[config.mk]
export PLATFORM = sky130hd
export DESIGN_NAME = evp_group_encoder
export DESIGN_NICKNAME = d
export VERILOG_FILES = /design/src/rtl/evp_pkg.sv /design/src/rtl/evp_group_detect.sv /design/src/rtl/evp_word_build.sv /design/src/rtl/evp_word_fifo.sv /design/src/rtl/evp_group_encoder.sv
export SDC_FILE = /design/constraint.sdc
export NUM_CORES = 1
export LEC_CHECK = 0
export BUFFER_PORTS_ARGS = -buffer_cell sky130_fd_sc_hd__buf_4
export CORE_ASPECT_RATIO = 1.2
export CORE_MARGIN = 8
export CORE_UTILIZATION = 25
export DETAILED_ROUTE_END_ITERATION = 8
export GPL_ROUTABILITY_DRIVEN = 1
export PLACE_DENSITY = 0.42
export RECOVER_POWER = 50
export SYNTH_ARGS = -nofsm -noshare
export SYNTH_HDL_FRONTEND = slang
export SYNTH_HIERARCHICAL = 1
export SYNTH_SLANG_ARGS = --single-unit
export TNS_END_PERCENT = 1
[constraint.sdc]
create_clock -name clk -period 4.4 [get_ports clk]
set_input_delay 0.44 -clock clk [delete_from_list [all_inputs] [get_ports clk]]
set_output_delay 0.44 -clock clk [all_outputs]
set_load 0.02 [all_outputs]
[src/rtl/evp_pkg.sv]
package evp_pkg;
    localparam int WORD_W = 32;
    localparam int TYPE_W = 6;
    localparam int BODY_W = WORD_W - TYPE_W;

    typedef enum logic [TYPE_W-1:0] {
        PKT_COL = 6'h01,
        PKT_GRP = 6'h02,
        PKT_END = 6'h3F
    } pkt_type_e;
endpackage

[src/rtl/evp_group_detect.sv]
module evp_group_detect #(
    parameter int GRP_PIX = 8
) (
    input  logic [2*GRP_PIX-1:0] codes,
    output logic                 has_event
);
    logic [GRP_PIX-1:0] pix_hit;

    for (genvar i = 0; i < GRP_PIX; i++) begin : g_pix
        // any non-zero code counts as an event
        assign pix_hit[i] = |codes[2*i+1:2*i];
    end

    assign has_event = |pix_hit;
endmodule

[src/rtl/evp_word_build.sv]
module evp_word_build
    import evp_pkg::*;
#(
    parameter int GRP_PIX = 8,
    parameter int COL_AW  = 12,
    parameter int GRP_AW  = 10,
    parameter int FRM_W   = 8,
    parameter int INFO_W  = 6
) (
    input  logic                    has_event,
    input  logic                    col_open,
    input  logic                    frame_last,
    input  logic [COL_AW-1:0]       col_idx,
    input  logic [GRP_AW-1:0]       grp_idx,
    input  logic [FRM_W-1:0]        frm_num,
    input  logic [INFO_W-1:0]       info,
    input  logic [2*GRP_PIX-1:0]    codes,
    input  logic [BODY_W-1:0]       pkt_cnt,
    output logic [2:0][WORD_W-1:0]  words,
    output logic [1:0]              push_n,
    output logic [1:0]              data_n
);
    logic              need_col;
    logic [WORD_W-1:0] col_word;
    logic [WORD_W-1:0] grp_word;
    logic [WORD_W-1:0] end_word;

    assign need_col = has_event && !col_open;
    assign data_n   = 2'(need_col) + 2'(has_event);
    assign col_word = {PKT_COL, col_idx, frm_num, info};
    assign grp_word = {PKT_GRP, grp_idx, codes};
    assign end_word = {PKT_END, pkt_cnt + BODY_W'(data_n)};

    // pack the words of one beat in emission order
    always_comb begin
        words  = '0;
        push_n = 2'd0;
        if (need_col) begin
            words[push_n] = col_word;
            push_n        = push_n + 2'd1;
        end
        if (has_event) begin
            words[push_n] = grp_word;
            push_n        = push_n + 2'd1;
        end
        if (frame_last) begin
            words[push_n] = end_word;
            push_n        = push_n + 2'd1;
        end
    end
endmodule

[src/rtl/evp_word_fifo.sv]
module evp_word_fifo #(
    parameter int DEPTH    = 4,
    parameter int W        = 32,
    parameter int PUSH_MAX = 3
) (
    input  logic                         clk,
    input  logic                         rst_n,
    input  logic [PUSH_MAX-1:0][W-1:0]   words,
    input  logic [$clog2(PUSH_MAX+1)-1:0] push_n,
    output logic                         space_ok,
    output logic                         out_valid,
    input  logic                         out_ready,
    output logic [W-1:0]                 out_data
);
    localparam int PTR_W = $clog2(DEPTH);
    localparam int CNT_W = PTR_W + 1;

    typedef struct packed {
        logic [DEPTH-1:0][W-1:0] mem;
        logic [PTR_W-1:0]        wr;
        logic [PTR_W-1:0]        rd;
        logic [CNT_W-1:0]        cnt;
    } fifo_t;

    fifo_t q, d;
    logic  pop;

    assign out_valid = (q.cnt != '0);
    assign out_data  = q.mem[q.rd];
    assign pop       = out_valid && out_ready;
    // registered count only: no path from out_ready to space_ok
    assign space_ok  = (q.cnt <= CNT_W'(DEPTH - PUSH_MAX));

    always_comb begin
        d = q;
        for (int k = 0; k < PUSH_MAX; k++) begin
            if (k < int'(push_n)) begin
                d.mem[q.wr + PTR_W'(k)] = words[k];
            end
        end
        d.wr  = q.wr + PTR_W'(push_n);
        d.rd  = q.rd + PTR_W'(pop);
        d.cnt = q.cnt + CNT_W'(push_n) - CNT_W'(pop);
    end

    always_ff @(posedge clk) begin
        if (!rst_n) q <= '0;
        else        q <= d;
    end


    fifo_no_overflow_chk: assert property (@(posedge clk) disable iff (!rst_n)
        q.cnt <= CNT_W'(DEPTH));


    out_hold_chk: assert property (@(posedge clk) disable iff (!rst_n)
        out_valid && !out_ready |=> out_valid && $stable(out_data));
endmodule

[src/rtl/evp_group_encoder.sv]
module evp_group_encoder
    import evp_pkg::*;
#(
    parameter int GRP_PIX    = 8,
    parameter int COL_AW     = 12,
    parameter int GRP_AW     = 10,
    parameter int FRM_W      = 8,
    parameter int INFO_W     = 6,
    parameter int FIFO_DEPTH = 4
) (
    input  logic                   clk,
    input  logic                   rst_n,
    input  logic                   in_valid,
    output logic                   in_ready,
    input  logic [2*GRP_PIX-1:0]   in_codes,
    input  logic                   in_last_grp,
    input  logic                   in_last_col,
    input  logic [INFO_W-1:0]      in_info,
    output logic                   out_valid,
    input  logic                   out_ready,
    output logic [WORD_W-1:0]      out_data
);
    localparam int GRP_BITS = 2 * GRP_PIX;
    localparam int PUSH_MAX = 3;

    typedef struct packed {
        logic [COL_AW-1:0] col;
        logic [GRP_AW-1:0] grp;
        logic              col_open;
        logic [FRM_W-1:0]  frm;
        logic [BODY_W-1:0] pkt_cnt;
    } state_t;

    state_t q, d;

    logic                          accept;
    logic                          has_event;
    logic                          frame_last;
    logic [PUSH_MAX-1:0][WORD_W-1:0] words;
    logic [1:0]                    push_n;
    logic [1:0]                    data_n;
    logic [1:0]                    fifo_push_n;
    logic                          space_ok;

    assign accept      = in_valid && in_ready;
    assign in_ready    = space_ok;
    assign frame_last  = in_last_grp && in_last_col;
    assign fifo_push_n = accept ? push_n : 2'd0;

    evp_group_detect #(.GRP_PIX(GRP_PIX)) i_detect (
        .codes     (in_codes),
        .has_event (has_event)
    );

    evp_word_build #(
        .GRP_PIX (GRP_PIX),
        .COL_AW  (COL_AW),
        .GRP_AW  (GRP_AW),
        .FRM_W   (FRM_W),
        .INFO_W  (INFO_W)
    ) i_build (
        .has_event  (has_event),
        .col_open   (q.col_open),
        .frame_last (frame_last),
        .col_idx    (q.col),
        .grp_idx    (q.grp),
        .frm_num    (q.frm),
        .info       (in_info),
        .codes      (in_codes),
        .pkt_cnt    (q.pkt_cnt),
        .words      (words),
        .push_n     (push_n),
        .data_n     (data_n)
    );

    evp_word_fifo #(
        .DEPTH    (FIFO_DEPTH),
        .W        (WORD_W),
        .PUSH_MAX (PUSH_MAX)
    ) i_fifo (
        .clk       (clk),
        .rst_n     (rst_n),
        .words     (words),
        .push_n    (fifo_push_n),
        .space_ok  (space_ok),
        .out_valid (out_valid),
        .out_ready (out_ready),
        .out_data  (out_data)
    );

    always_comb begin
        d = q;
        if (accept) begin
            if (has_event) d.col_open = 1'b1;
            d.pkt_cnt = q.pkt_cnt + BODY_W'(data_n);
            if (in_last_grp) begin
                d.grp      = '0;
                d.col      = q.col + COL_AW'(1);
                d.col_open = 1'b0;
            end else begin
                d.grp = q.grp + GRP_AW'(1);
            end
            if (frame_last) begin
                d.col     = '0;
                d.frm     = q.frm + FRM_W'(1);
                d.pkt_cnt = '0;
            end
        end
    end

    always_ff @(posedge clk) begin
        if (!rst_n) q <= '0;
        else        q <= d;
    end


    legal_type_chk: assert property (@(posedge clk) disable iff (!rst_n)
        out_valid |-> (out_data[WORD_W-1 -: TYPE_W] == PKT_COL ||
                       out_data[WORD_W-1 -: TYPE_W] == PKT_GRP ||
                       out_data[WORD_W-1 -: TYPE_W] == PKT_END));


    grp_nonempty_chk: assert property (@(posedge clk) disable iff (!rst_n)
        out_valid && out_data[WORD_W-1 -: TYPE_W] == PKT_GRP
        |-> out_data[GRP_BITS-1:0] != '0);
endmodule

### After elaboration in Yosys (flattened, before gate mapping)

Index checks and enable logic that the tools add are counted.

| word-level totals | value |
|---|---|
| register bits | 192 |
| bits in latches | 0 |
| RAM bits | 0 |
| ROM bits | 0 |
| input bits | 28 |
| word-level logic and storage cells | 90 |
| memories | 0 |

| operators by class | value |
|---|---|
| $add $sub $neg | 13 |
| multipliers | 0 |
| divide/modulo/power cells | 0 |
| $lt $le $gt $ge | 15 |
| equal/unequal tests | 0 |
| shift operators | 0 |
| muxes and demuxes | 33 |
| bitwise logic cells | 0 |
| reductions and logical operators | 17 |

Operator list:

| kind | number |
|---|---|
| $bwmux 128 | 3 |
| $mux 128 | 3 |
| $demux 32 s2 | 5 |
| $bwmux 96 | 2 |
| $mux 32 | 6 |
| $mux 96 | 2 |
| $bmux 32 s2 | 1 |
| $mux 27 | 1 |
| $add 26x2->26 | 1 |
| $mux 26 | 1 |
| $mux 12 | 2 |
| $reduce_or 16->1 | 1 |
| $lt 2x3->1 const B | 5 |
| $add 12x1->12 const B | 1 |
| $add 10x1->10 const B | 1 |
| $mux 10 | 1 |
| $logic_and 1x1->1 | 9 |
| $add 8x1->8 const B | 1 |
| $ge 2x1->1 const B | 4 |
| $mux 2 | 3 |
| $reduce_and 2->1 | 3 |
| $add 2x1->2 const B | 2 |
| $lt 1x2->1 const A | 2 |
| $reduce_bool 2->1 | 2 |
| 14 further kinds | 16 |

### Depth between registers and ports, before layout

| logic depth | value |
|---|---|
| depth in word-level cells | 17 |
| depth in mapped cells | 19 |
| gate-level depth less buffers | 15 |

### Hierarchy

The synthesis kept the hierarchy.

Modules (own cells, without submodules):

| module | times used | cells an instance | area each (sq um) | seq. area each (sq um) |
|---|---|---|---|---|
| evp_word_fifo | 1 | 893 | 7915.1 | 2702.6 |
| evp_group_encoder | 1 | 301 | 2651.3 | 1141.1 |
| evp_word_build | 1 | 364 | 2209.6 | 0.0 |
| evp_group_detect | 1 | 5 | 31.3 | 0.0 |

### Worst setup path after synthesis

No wires, ideal clock.

| timing | value |
|---|---|
| path kind | input to register |
| from | input port in_codes[0] |
| to | register i_fifo/q[53] (netlist name) |
| library setup time | 0.070 ns |
| arrival time | 3.696 ns |
| setup slack | 0.634 ns |
| cell stages on the path | 18 |
| cell sequence | nor4_1 > nand4_1 > clkbuf_1 > clkbuf_1 > nand2_1 > inv_1 > ha_1 > inv_1 > fa_1 > and4b_1 > buf_2 > nand4_1 > xor2_1 > o31ai_1 > inv_1 > o21ai_0 > a32oi_1 > a21oi_1 |

RTL lines:

| element | line | RTL |
|---|---|---|
| from (decl) | evp_group_encoder.sv:15 | `input logic [2*GRP_PIX-1:0] in_codes,` |
| to (decl) | evp_word_fifo.sv:25 | `fifo_t q, d;` |

### Final worst setup path

| timing | value |
|---|---|
| from | input port in_codes[15] |
| to | register i_fifo/q[131] (netlist name) |

RTL lines:

| element | line | RTL |
|---|---|---|
| $reduce_or 16->1 (*) | evp_group_detect.sv:14 | `assign has_event = \|pix_hit;` |
| net has_event | evp_group_encoder.sv:37 | `logic has_event;` |
| $logic_and 1x1->1 | evp_word_build.sv:28 | `assign need_col = has_event && !col_open;` |
| $mux 1 | evp_word_build.sv:38 | `if (need_col) begin` |
| $add 1x1->2 | evp_word_build.sv:44 | `push_n = push_n + 2'd1;` |
| $mux 2 (*) | evp_word_build.sv:42 | `if (has_event) begin` |
| $add 2x1->2 | evp_word_build.sv:48 | `push_n = push_n + 2'd1;` |
| $mux 2 (*) | evp_word_build.sv:46 | `if (frame_last) begin` |
| net push_n[1] | evp_group_encoder.sv:40 | `logic [1:0] push_n;` |
| $mux 2 (*) | evp_group_encoder.sv:48 | `assign fifo_push_n = accept ? push_n : 2'd0;` |
| net fifo_push_n[1] | evp_group_encoder.sv:42 | `logic [1:0] fifo_push_n;` |
| $lt 1x2->1 | evp_word_fifo.sv:37 | `if (k < int'(push_n)) begin` |
| $mux 128 | evp_word_fifo.sv:37 |  |
| $bwmux 128 | evp_word_fifo.sv:38 | `d.mem[q.wr + PTR_W'(k)] = words[k];` |
| $mux 128 | evp_word_fifo.sv:37 |  |
| $bwmux 128 | evp_word_fifo.sv:38 |  |
| $mux 128 (*) | evp_word_fifo.sv:37 |  |

Mark *: on every way through the listed nets, which the timed path passes. The rest lies on a longest branch.
A chain may end at the register's enable or synchronous reset.

==> results.py <==
metrics = {
    "outcome": {
        "run_status": "complete, but fails checks",
        "failed_checks": "capacitance limit, slew limit",
    },
    "floorplanning": {
        "die-width_um": 222.6,
        "placementRows": 91,
        "die_h_um": 263.9,
        "core_region_area_mm2": 0.05101,
        "total_die_area_mm2": 0.05876,
        "floorplan.initialDensity": 0.2511,
        "ios": 62,
    },
    "critical_path": {
        "critical_path.endpoint_type": "flip-flop",
        "critical_path_cell_sequence": "buf_4 -> nor4_1 -> nand4_1 -> clkbuf_1 -> a21boi_0 -> buf_4 -> and3_1 -> inv_1 -> nor2_2 -> clkbuf_2 -> a22oi_1 -> a21oi_1",
        "critical_path.most_common_cell": "buf_4",
        "worstPathArrival_ns": 4.26,
        "maximum_cell_stage_delay_along_the_critical_path_ns": 0.80,
        "cp_data_required_time_ns": 4.79,
        "criticalPathCategory": "in2reg",
        "path_max_fanout": 30,
        "start_kind": "input port",
        "crit_path_top_delay_cell": "clkbuf_1",
    },
    "clocking": {
        "cts_tree": "built",
        "cts-root-buf": "clkbuf_16",
        "numCtsBuffers": 17,
        "clock_tree.htree_level_count": 4,
        "cts_resized": 0,
        "insertion_delay_ns": 0.47,
        "clock_tree.buffer_depth": 2,
        "clock_sink_count": 192,
        "clk_pin_slew_worst_paths_ns": 0.07,
        "postCtsSetupBuffers": 0,
        "cts_hold_buf": 0,
    },
    "placement": {
        "detailed_place_hpwl_mm": 35.29,
        "globalplace.congestion": 0.8480,
        "place.port_buffers": 61,
    },
    "sta": {
        "slew_violations": 34,
        "fin_worst_hold_slack_ns": 0.3159,
        "relSlewSlack": -0.5211,
        "setup-violations-final": 0,
        "max_freq_mhz": 258.8,
        "final.setup_skew_ns": 0.01548,
        "report.final.hold_viol_count": 0,
        "unrepaired_setup_endpoints_after_global_routing": "false",
        "finalCritPeriodShare": 0.8781,
        "min_period_ns": 3.864,
        "tightest_slew_ns": 2.279,
        "setup_tns_ns": 0,
    },
    "yosys": {
        "syn-num-nets": 1604,
        "synth_compound_area_frac": 0.2808,
        "netlist.top_cell.by_area": "dfxtp_1",
        "top_ff_cell_synth": "dfxtp_1",
        "syn-mean-instance-area_um2": 8.194,
        "post_synth_xor_area_fraction": 0.03488,
        "synthSimpleGateAreaFrac": 0.1644,
        "ys_types": 66,
        "async_reset_ff_frac": 0,
        "synth_top_family_by_area": "compound AO/OA/AOI/OAI gates",
        "post_synth_main_area_contributors": "dfxtp_1 30%, a22oi_1 7.7%, o21ai_0 5.7%",
        "ys.warnings.count": 6,
        "mux_cell_area_share_after_synthesis": 0.1299,
        "synth_top_area_share": 0.3001,
        "post_synthesis_share_of_cell_area_spent_on_full_adders_half_adders_and_majority_gates": 0.01446,
        "synth_seq_cells": 192,
        "synthesis.instances": 1563,
        "post_synthesis_instance_area_mm2": 0.01281,
        "post_synth_edffs": 0,
        "yosysSeqAreaShare": 0.3001,
    },
    "finish": {
        "design.final.nets": 1604,
        "area.growth.synth_to_final_pct": 11.87,
        "nFillCells": 5573,
        "num_antenna_cells": 0,
        "drive_above_1_share": 0.1345,
    },
    "global_routing": {
        "antenna_found_initial": 1,
        "busiest_layer": "met2",
        "met3_usage": 0.02285,
        "number_of_global_route_vias_before_repair": 12380,
        "global_route.usage.total": 0.1787,
        "grt_pass1_wl_mm": 80.59,
        "grt_max_degree": 47,
        "grt_overflow": 0,
        "groute.layer.met1.usage": 0.2214,
        "gr_util_met2": 0.3099,
    },
    "power": {
        "max-vdd-ir-drop_uv": 240.3,
        "total_leakage_power_nw": 4.410,
        "power.density_mw_per_mm2": 404.6,
    },
    "flow_run": {
        "drv_cap": 1,
    },
    "routing": {
        "drc": 0,
        "drt-pass1-iter-count": 5,
        "ant_nets": 0,
        "drt_initial_violations": 1088,
        "routedWlPerCell_um": 24.27,
        "post_drt_via_cell_ratio": 5.662,
        "routed_vias": 12609,
        "totalWireLength_mm": 54.05,
    },
    "min_path": {
        "hold_path_class": "in2reg",
    },
}
-- placed cells by master (no fill, tap or decap), types with 33 or more instances in the layout --
cell type and instances:
a22oi_1 131, dfxtp_1 189, clkbuf_1 39, o21ai_0 158
nand4_1 33, buf_4 91, nor2_1 58, a32oi_1 37
mux2i_1 65, inv_1 45, a21oi_1 135, o21ai_1 45
nand2_1 124
-- kinds of logic after synthesis --
group / after synthesis
AOI/OAI and AO/OA: 586
adders and majority gates: 13
and+or+nand+nor: 400
muxes: 123
xor gates and xnor gates: 51
DFF: 192
buffers and inverters: 198
-- path summary, 6_finish.rpt --
check,from,endpoint,slack [ns],cells past startpoint
worst max-delay path,in_codes[15],i_fifo/q[131],0.54,12
worst min-delay path,in_last_col,q[46],0.32,4
worst max register to register,i_fifo/q[2],i_fifo/q[22],0.84,9
worst min register to register,q[36],q[36],0.52,2
-- stage by stage --
| step | power (mW) | utilization | setup slack (ns) | cell area, um2 | instances |
|---|---|---|---|---|---|
| global placement | 4.189 | 0.2720 | 0.5362 | 13870 | 2195 |
| global route | 6.069 | 0.2809 | 0.3420 | 14330 | 2227 |
| floorplan | 3.450 | - | 0.6338 | 12810 | 1563 |
| finish | 5.797 | 0.2809 | 0.5362 | 14330 | 2227 |
| CTS | 5.894 | 0.2840 | 1.025 | 14490 | 2227 |
| detailed placement | 4.197 | 0.2720 | 0.5300 | 13870 | 2195 |
-- power breakdown --
group / internal (mW) / total [mW] / switching (mW)
Combinational: 0.663 / 2.01 / 1.35
Clock: 0.897 / 1.69 / 0.791
Sequential: 1.87 / 2.10 / 0.223
Total: 3.43 / 5.80 / 2.36
-- layer usage --
layer  wire (um)  part of all wire  vias up
met4        1633             0.030        0
met2       26710              0.49      454
met1       23030              0.43     6197
met3        2673             0.049       79
li1            -                 -     5879
met5           0                 0        -
-- worst max-delay path, delay by kind of cell --
kind	cells	cell delay (ns)
AOI/OAI and AO/OA	3	0.76
buffers and inverters	5	2.20
and+or+nand+nor	4	0.83
-- synthesized netlist by cell type, types with 5 or more instances --
master,count
a21oi_1,135
a221o_1,6
a22oi_1,131
a31oi_1,32
a32oi_1,37
and2_1,22
and3_1,13
and4_1,9
buf_1,7
buf_2,45
buf_4,27
buf_6,8
clkbuf_1,62
dfxtp_1,192
ha_1,10
inv_1,45
mux2_2,26
mux2i_1,65
mux4_2,32
nand2_1,124
nand2b_1,5
nand3_1,31
nand4_1,33
nor2_1,61
nor2b_1,7
nor3_1,14
nor4_1,20
o211ai_1,8
o21ai_0,147
o21ai_1,57
o31ai_1,9
or3_1,20
or4_1,16
xnor2_1,31
xor2_1,20
-- area by class of cell --
cell class / instances / area [um2] / area share
Clock inverter: 12 / 145.1 / 0.01013
Inverter: 45 / 168.9 / 0.01179
Timing Repair Buffer: 134 / 864.6 / 0.06034
Tap cell: 651 / 814.5 / 0.05685
Multi-Input combinational cell: 1173 / 8020 / 0.5598
Clock buffer: 20 / 466.7 / 0.03257
Sequential cell: 192 / 3847 / 0.2685
-- registers in the layout (all words and copies together) (netlist names) --
name,count
q,57
i_fifo/q,135
(Power assumes the default switching activity.)
